<file path="config.mk">
export PLATFORM = sky130hd
export DESIGN_NAME = dbg_serial_port
export DESIGN_NICKNAME = d
export VERILOG_FILES = /design/src/rtl/dsp_pkg.sv /design/src/rtl/dsp_sync.sv /design/src/rtl/dsp_level_filter.sv /design/src/rtl/dsp_shifter.sv /design/src/rtl/dsp_halt_ctrl.sv /design/src/rtl/dbg_serial_port.sv
export SDC_FILE = /design/constraint.sdc
export NUM_CORES = 1
export LEC_CHECK = 0
export CORE_MARGIN = 1.5
export CORE_UTILIZATION = 50
export CTS_CLUSTER_SIZE = 14
export DETAILED_ROUTE_END_ITERATION = 10
export DONT_BUFFER_PORTS = 1
export MAX_ROUTING_LAYER = met4
export SLEW_MARGIN = 20
export SYNTH_ARGS = -nofsm -noshare
export SYNTH_HDL_FRONTEND = slang
export SYNTH_SLANG_ARGS = --single-unit
</file>
<file path="constraint.sdc">
create_clock -name clk -period 3.4 [get_ports clk]
set_clock_uncertainty 0.1 [all_clocks]
set_input_delay 0.17 -clock clk [delete_from_list [all_inputs] [get_ports clk]]
set_output_delay 0.17 -clock clk [all_outputs]
set_load 0.02 [all_outputs]
</file>
<file path="src/rtl/dsp_pkg.sv">
// Shared types and constants for the debug serial port.
package dsp_pkg;
    localparam int unsigned STAT_W = 4;
    typedef logic [STAT_W-1:0] stat_t;
    localparam stat_t ST_RUN  = 4'h0;
    localparam stat_t ST_HALT = 4'hF;
endpackage

</file>
<file path="src/rtl/dsp_sync.sv">
// Multi-bit chain of flip-flops for bringing asynchronous inputs into clk.
// Assumes every bit is an independent level; there is no bus coherence.
module dsp_sync #(
    parameter int unsigned W      = 1,
    parameter int unsigned STAGES = 2
) (
    input  logic         clk,
    input  logic         rst_n,
    input  logic [W-1:0] d_i,
    output logic [W-1:0] q_o
);
    logic [W-1:0] chain [STAGES+1];

    assign chain[0] = d_i;

    for (genvar g = 0; g < STAGES; g++) begin : g_stage
        // Purpose: one flop stage of the synchronizer chain.
        always_ff @(posedge clk) begin
            if (!rst_n) chain[g+1] <= '0;
            else        chain[g+1] <= chain[g];
        end
    end

    assign q_o = chain[STAGES];
endmodule

</file>
<file path="src/rtl/dsp_level_filter.sv">
// Accepts a new level only when two consecutive samples agree, and emits a
// one-cycle pulse for each accepted low-to-high change.
// Assumes lvl_i is already synchronous to clk.
module dsp_level_filter (
    input  logic clk,
    input  logic rst_n,
    input  logic lvl_i,
    output logic rise_o
);
    logic prev_q;
    logic lvl_q;

    // Purpose: track last sample, accepted level and the rise pulse.
    always_ff @(posedge clk) begin
        if (!rst_n) begin
            prev_q <= 1'b0;
            lvl_q  <= 1'b0;
            rise_o <= 1'b0;
        end else begin
            prev_q <= lvl_i;
            rise_o <= (lvl_i == prev_q) && lvl_i && !lvl_q;
            if (lvl_i == prev_q) lvl_q <= lvl_i;
        end
    end

    assert_rise_needs_two_samples_R1: assert property (@(posedge clk) disable iff (!rst_n)
        rise_o |-> ($past(lvl_i) && $past(lvl_i, 2)));
endmodule

</file>
<file path="src/rtl/dsp_shifter.sv">
// Packet shift engine: shifts command bits in and response bits out, MSB
// first, one bit per accepted serial clock rise.
// Assumes rise_i never holds high on two cycles in a row.
module dsp_shifter #(
    parameter int unsigned PKT_BITS = 17
) (
    input  logic                clk,
    input  logic                rst_n,
    input  logic                rise_i,
    input  logic                din_i,
    input  logic [PKT_BITS-1:0] rsp_i,
    output logic                dout_o,
    output logic [PKT_BITS-1:0] word_o,
    output logic                done_o
);
    localparam int unsigned CNT_W = $clog2(PKT_BITS);
    localparam logic [CNT_W-1:0] LAST = CNT_W'(PKT_BITS - 1);

    logic [CNT_W-1:0]    cnt_q;
    logic [PKT_BITS-2:0] rx_q;
    logic [PKT_BITS-1:0] tx_q;

    // Purpose: advance both shift registers and the bit count per accepted rise.
    always_ff @(posedge clk) begin
        if (!rst_n) begin
            cnt_q  <= '0;
            rx_q   <= '0;
            tx_q   <= '0;
            word_o <= '0;
            done_o <= 1'b0;
        end else begin
            done_o <= 1'b0;
            if (rise_i) begin
                rx_q <= {rx_q[PKT_BITS-3:0], din_i};
                tx_q <= {tx_q[PKT_BITS-2:0], 1'b0};
                if (cnt_q == LAST) begin
                    cnt_q  <= '0;
                    word_o <= {rx_q, din_i};
                    done_o <= 1'b1;
                end else begin
                    cnt_q <= cnt_q + 1'b1;
                end
            end else if (cnt_q == '0) begin
                tx_q <= rsp_i;
            end
        end
    end

    assign dout_o = tx_q[PKT_BITS-1];

    assert_dout_holds_mid_packet_R3: assert property (@(posedge clk) disable iff (!rst_n)
        (cnt_q != '0 && !rise_i) |=> $stable(dout_o));
    assert_done_after_last_bit_R4: assert property (@(posedge clk) disable iff (!rst_n)
        done_o |-> ($past(rise_i) && $past(cnt_q) == LAST));
endmodule

</file>
<file path="src/rtl/dsp_halt_ctrl.sv">
// Breakpoint halt control: holds a pending request, enters the halt on an
// instruction-done strobe, leaves it on resume, and drives the status code.
// Assumes brk_i is already synchronized.
module dsp_halt_ctrl
    import dsp_pkg::*;
(
    input  logic  clk,
    input  logic  rst_n,
    input  logic  brk_i,
    input  logic  done_i,
    input  logic  resume_i,
    output logic  halt_o,
    output stat_t status_o
);
    logic pend_q;
    logic enter;

    // Purpose: decide whether the halt starts this cycle.
    always_comb enter = !halt_o && (pend_q || brk_i) && done_i;

    // Purpose: update pending request, halted state and status code.
    always_ff @(posedge clk) begin
        if (!rst_n) begin
            pend_q   <= 1'b0;
            halt_o   <= 1'b0;
            status_o <= ST_RUN;
        end else begin
            pend_q <= (pend_q || brk_i) && !enter;
            if (halt_o && resume_i) begin
                halt_o   <= 1'b0;
                status_o <= ST_RUN;
            end else if (enter) begin
                halt_o   <= 1'b1;
                status_o <= ST_HALT;
            end
        end
    end

    assert_halt_at_boundary_R5: assert property (@(posedge clk) disable iff (!rst_n)
        $rose(halt_o) |-> $past(done_i));
    assert_status_halted_R6: assert property (@(posedge clk) disable iff (!rst_n)
        halt_o |-> (status_o == ST_HALT));
    assert_status_running_R6: assert property (@(posedge clk) disable iff (!rst_n)
        !halt_o |-> (status_o == ST_RUN));
    assert_resume_clears_R7: assert property (@(posedge clk) disable iff (!rst_n)
        (halt_o && resume_i) |=> !halt_o);
    assert_resume_beats_done_R8: assert property (@(posedge clk) disable iff (!rst_n)
        (halt_o && resume_i && done_i) |=> !halt_o);
endmodule

</file>
<file path="src/rtl/dbg_serial_port.sv">
// Top level of the debug serial port. It synchronizes the host inputs,
// filters the serial clock, runs the packet shifter and the halt controller.
// Assumes the serial clock runs at no more than one fifth of clk.
module dbg_serial_port #(
    parameter int unsigned PKT_BITS    = 17,
    parameter int unsigned SYNC_STAGES = 2
) (
    input  logic                clk,
    input  logic                rst_n,
    input  logic                ser_clk_i,
    input  logic                ser_din_i,
    input  logic                brk_req_i,
    input  logic                insn_done_i,
    input  logic                resume_i,
    input  logic                rsp_flag_i,
    input  logic [PKT_BITS-2:0] rsp_data_i,
    output logic                ser_dout_o,
    output logic [PKT_BITS-1:0] cmd_word_o,
    output logic                pkt_done_o,
    output logic                halt_o,
    output logic [3:0]          status_o
);
    localparam int unsigned N_ASYNC = 3;

    logic [N_ASYNC-1:0] async_s;
    logic               sck_rise;

    dsp_sync #(.W(N_ASYNC), .STAGES(SYNC_STAGES)) u_sync (
        .clk   (clk),
        .rst_n (rst_n),
        .d_i   ({brk_req_i, ser_din_i, ser_clk_i}),
        .q_o   (async_s)
    );

    dsp_level_filter u_filter (
        .clk    (clk),
        .rst_n  (rst_n),
        .lvl_i  (async_s[0]),
        .rise_o (sck_rise)
    );

    dsp_shifter #(.PKT_BITS(PKT_BITS)) u_shift (
        .clk    (clk),
        .rst_n  (rst_n),
        .rise_i (sck_rise),
        .din_i  (async_s[1]),
        .rsp_i  ({rsp_flag_i, rsp_data_i}),
        .dout_o (ser_dout_o),
        .word_o (cmd_word_o),
        .done_o (pkt_done_o)
    );

    dsp_halt_ctrl u_halt (
        .clk      (clk),
        .rst_n    (rst_n),
        .brk_i    (async_s[2]),
        .done_i   (insn_done_i),
        .resume_i (resume_i),
        .halt_o   (halt_o),
        .status_o (status_o)
    );
endmodule

</file>
==> run_results.csv, run 1 <==
group,metric,value,unit
yosys,synthAdderAreaFrac,1.49,%
yosys,synth_enable_flop_cells,0,
yosys,ys_warn_count,0,
floorplan,std_cell_rows,25,
floorplan,die_width,74.0,µm
pwr,seq_power_share,53.5,%
finish,antenna_cells,0,
yosys,synth_most_common_cell,"dfxtp_1",
floorplan,die_h,74.0,µm
yosys,async_flop_share,0,%
yosys,synth_compound_area_share,13.5,%
route,final_antenna_net_count,0,
cts,cts_resized,0,
floorplan,pin_count,48,
yosys,ys_ff_latch,67,
yosys,synth_top_area_share,53.3,%
yosys,synthFlopType,"dfxtp_1",
grt,grt_util_all_layers,17.9,%
pwr,power_frac_clock,42.6,%
critical_path,start_kind,"flop",
pwr,ir_drop,0.341,mV
finish,area_delta_synth_final,16.3,%
yosys,yosys.area.top_type,"dfxtp_1",
timing,finalCritPeriodShare,55.1,%
critical_path,arrival,1980,ps
yosys,syn_inst,227,
cts,cts_tree,"yes",
grt,grt_overflow,0,
timing,worst_pin_slew,1030,ps
critical_path,cp_max_fo,17,
timing,fmax,0.534,GHz
finish,final_nets,269,
route,drt-wirelength-per-cell,13.3,µm
critical_path,critical_path_class,"flop to flop",
flow_run,drv_cap,0,
timing,rsz0062_at_grt,"false",
grt,antenna_found_initial,0,
route,vias,1621,
route,vias_per_cell,5.20,
timing,setup_viol,0,
yosys,synthXorXnorAreaFrac,1.04,%
timing,drv_slew,0,
placement,dp_hpwl,2.63,mm
pwr,internal_power,1.23,mW
finish,drive_above_1_share,9.39,%
cts,cts_buffer_depth,2,
timing,fin_tns_setup,0,ps
pwr,p_leak,1.20,nW
cts,h-tree-depth,3,
yosys,synth_simple_gate_area_share,10.4,%
cts,post_cts_buffers,0,
timing,fin_hold_ws,33.9,ps
timing,finalHoldViolations,0,
cts,ctsHoldBuffers,22,
placement,place.gp.congestion,0.800,
floorplan,initial_core_util,52.6,%
cts,insertion_delay,320,ps
cts,cts.sinks,67,
cts,cts_made_buffers,9,
timing,fin_crit,1870,ps
yosys,postSynthNetCount,254,
route,wirelength,4.14,mm
yosys,yosys-top-cells-count,"dfxtp_1, mux2i_1, nor2b_1",
grt,grt_pass1_vias,1623,
yosys,seq_area_frac_synth,53.3,%
yosys,synthMuxAreaShare,14.4,%
floorplan,fp.dieArea,5470,µm²
placement,io_buffers,0,
yosys,synth_area_leaders,"dfxtp_1, mux2i_1, a22o_1, nor2b_1, o21ai_0",
grt,grt_pass1_wl,7.09,mm
status,outcome,"finished clean",
cts,clkTransAtPathRegs,60,ps
floorplan,core_area,4790,µm²
timing,slew_headroom,31.4,%
hold_path,hold_class,"primary input to flop",
pwr,power_density,519,nW/µm²
pwr,power_frac_comb,3.9,%
route,drc,0,
pwr,p_switching,0.294,mW
critical_path,end_kind,"flop",
route,drtIter0Drc,51,
finish,nFillCells,385,
yosys,synth_area,2520,µm²
cts,cts_root_buf,"clkbuf_8",
yosys,ys_types,27,
yosys,syn_area_per_cell,11.1,µm²
route,dr.pass1.iters,4,
grt,grt_max_degree,47,
pwr,switching_share,19.3,%
critical_path,crit_required,3510,ps
yosys,synth_top_family_by_area,"multiplexers",
[worst max-delay path, cell delays in order (launching register included)]
cell	delay [ps]
dfxtp_1	330
inv_1	90
ha_1	180
nor4b_4	190
buf_4	320
mux2_2	360
and3_1	180
[cell families (layout without fill, tap and decap cells)]
family | Yosys count | count (layout)
fa+ha+maj | 3 | 3
flops | 67 | 67
simple gates | 40 | 40
buf+inv | 25 | 43
xor+xnor | 3 | 3
mux | 36 | 36
compound gates | 53 | 53
[sequential cells by signal, summed over array words and instances, names as in the netlist]
signal and cells:
u_filter.rise_o 1, u_shift.rx_q 16, u_shift.word_o 17, u_shift.done_o 1
u_halt.halt_o 1, u_shift.tx_q 17, u_filter.lvl_q 1, u_filter.prev_q 1
u_sync.chain 3, u_sync.q_o 3, u_halt.pend_q 1, u_shift.cnt_q 5
[power groups by stage]
stage | clock [mW] | sequential [mW] | combinational (mW)
detailed placement | 0 | 0.830 | 0.0327
finish | 0.648 | 0.813 | 0.0599
CTS | 0.668 | 0.813 | 0.0605
global route | 0.707 | 0.814 | 0.0677
floorplan | 0 | 0.826 | 0.0376
global placement | 0 | 0.829 | 0.0310
[metal layers]
metal	GRT usage (%)	share of wire (%)
met1	20.0	44
met2	28.0	49
met3	4.61	4.4
met4	11.7	2.6
met5	-	0
[final cells by class]
| type | count | area [µm²] | area share (%) |
|---|---|---|---|
| inverters | 4 | 15.0 | 0.512 |
| clock inverters | 2 | 35.0 | 1.20 |
| clock buffers | 12 | 165 | 5.64 |
| multi-input cells | 135 | 1040 | 35.4 |
| flip-flops and latches | 67 | 1340 | 45.8 |
| repair buffers | 25 | 253 | 8.63 |
| well taps | 67 | 83.8 | 2.86 |
[placed cells by master, fill, tap and decap left out, drive strengths merged, types with 4 or more instances in the layout]
master / Yosys / final
o21ai: 17 / 17
mux2i: 35 / 35
and2: 11 / 11
nor2b: 18 / 18
clkbuf: 9 / 12
a21oi: 16 / 16
dlygate4sd3: 0 / 21
dfxtp: 67 / 67
buf: 12 / 4
a22o: 17 / 17
inv: 4 / 4
[metrics by stage]
stage,setup WS [ps],util [%],instances,total power [mW],instance area [µm²]
CTS,1520,61.2,312,1.54,2930
finish,1530,61.2,312,1.52,2930
global route,1410,61.2,312,1.59,2930
global placement,1620,52.2,276,0.860,2500
detailed placement,1530,52.2,276,0.863,2500
floorplan,1780,-,227,0.863,2520
[worst paths after layout]
path                    start              end  slack, ps  cells past startpoint
min                     rst_n  u_filter.rise_o         30                      3
max reg2reg  u_shift.cnt_q[0]  u_shift.tx_q[0]       1530                      6
min reg2reg    u_filter.lvl_q  u_filter.rise_o        320                      1
max          u_shift.cnt_q[0]  u_shift.tx_q[0]       1530                      6
(Power assumes the default switching activity.)
==> run 2: changes to the inputs <==
PLACE_DENSITY = 0.68   (was unset)
clock period = 1.7 ns   (was 3.4 ns; I/O delays follow)
==> run_results.csv, run 2 (synthesis results as in run 1) <==
group,metric,value,unit
status,outcome,"finished clean",
route,drc,0,
finish,final_common_cell,"dfxtp_1",
placement,io_buffers,0,
floorplan,initial_core_util,52.6,%
route,top_layer_used,"met4",
timing,finalCritPeriodShare,95.4,%
grt,grt_pass1_wl,6.93,mm
route,vias,1631,
grt,grt_overflow,0,
critical_path,critical_path_class,"flop to flop",
route,dr.pass1.iters,4,
finish,area_delta_synth_final,20.4,%
pwr,ir_drop,0.610,mV
cts,h-tree-depth,3,
floorplan,pin_count,48,
finish,antenna_cells,0,
timing,fin_crit,1620,ps
route,vias_per_cell,5.00,
route,routedLengthMet1,2.06,mm
cts,cts_root_buf,"clkbuf_8",
route,met3WireLength,159,µm
placement,place.gp.congestion,0.805,
pwr,power_density,945,nW/µm²
timing,fin_tns_setup,0,ps
timing,fmax,0.616,GHz
critical_path,arrival,1750,ps
placement,dp_hpwl,2.44,mm
critical_path,r2r_setup_slack,80,ps
grt,grt_util_all_layers,17.7,%
timing,finalHoldViolations,0,
pwr,report.power.total,2.87,mW
cts,cts.sinks,67,
finish,multi_input_area,1040,µm²
critical_path,end_kind,"flop",
finish,final_core_util,63.4,%
timing,drv_slew,0,
floorplan,fp.dieArea,5470,µm²
cts,clkTransAtPathRegs,70,ps
hold_path,hold_class,"primary input to flop",
finish,drive_above_1_share,13.1,%
finish,final_nets,281,
cts,cts_buffer_depth,2,
route,final_antenna_net_count,0,
cts,cts_tree,"yes",
cts,cts_made_buffers,9,
critical_path,start_kind,"flop",
floorplan,die_width,74.0,µm
critical_path,cp_max_fo,3,
cts,insertion_delay,330,ps
route,wirelength,4.26,mm
route,drtIter0Drc,54,
flow_run,drv_cap,0,
pwr,p_leak,1.25,nW
floorplan,std_cell_rows,25,
finish,top_regs,"u_shift.tx_q: 17 flops, u_shift.word_o: 17 flops, u_shift.rx_q: 16 flops",
finish,layout_common_cells,"dfxtp_1, mux2i_1, dlygate4sd3_1",
route,dr_wl_met2,1.99,mm
timing,slew_headroom,81.6,%
grt,grt_pass1_vias,1559,
finish,nFillCells,420,
route,drt-wirelength-per-cell,13.1,µm
floorplan,core_area,4790,µm²
timing,worst_pin_slew,276,ps
critical_path,crit_required,1830,ps
grt,grt_max_degree,48,
grt,antenna_found_initial,0,
finish,seq_area,1340,µm²
floorplan,die_h,74.0,µm
timing,setup_viol,0,
[run 2: changes by cell type in the layout (fill, tap and decap cells not counted), moves of 2 or more]
cell           previous run  this run
dlygate4sd3_1            21        25
buf_4                     3         9
clkinv_4                  0         2
clkbuf_8                 12         9
clkinvlp_4                0         2
[run 2: worst paths after layout]
path | endpoint | depth (start not counted) | start
max reg2reg | u_shift.tx_q[0] | 6 | u_shift.cnt_q[0]
min reg2reg | u_filter.rise_o | 1 | u_filter.lvl_q
min | u_shift.cnt_q[3] | 3 | rst_n
max | u_shift.tx_q[0] | 6 | u_shift.cnt_q[0]
[run 2: worst max-delay path, cell delays in order (launching register included)]
cell	delay, ps
dfxtp_1	320
inv_2	60
ha_2	180
nor4b_4	180
buf_4	180
mux2_2	320
and3_1	170
[run 2: routing by layer]
metal | vias up | global-route usage [%]
met4 | 0 | 7.41
met2 | 25 | 26.8
li1 | 848 | -
met5 | - | -
met1 | 753 | 20.4
met3 | 5 | 7.86
[run 2: where the power goes]
| group | switching (mW) | internal [mW] |
|---|---|---|
| clock | 0.585 | 0.528 |
| sequential | 0.0167 | 1.60 |
| combinational | 0.0561 | 0.0805 |
[run 2: stage by stage]
stage	area [µm²]	setup WS, ps	hold slack [ps]	cells
global placement	2560	161	108	282
floorplan	2520	79.9	112	227
CTS	3000	88.3	104	324
finish	3030	77.7	115	326
global route	3030	-13.2	102	326
detailed placement	2560	108	109	282
[run 2: cell type report]
class / instances / area share, %
Timing Repair Buffer: 37 / 12.6
Clock buffer: 10 / 4.21
Tap cell: 67 / 2.76
Inverter: 4 / 0.495
Clock inverter: 6 / 1.40
Sequential cell: 67 / 44.2
Multi-Input combinational cell: 135 / 34.3
[run 2: what timing repair did]
action	CTS	global route
buffers inserted	0	1
setup endpoints to repair	0	12
hold buffers	26	0
gates resized for setup	0	2
endpoints found under the hold margin	47	0
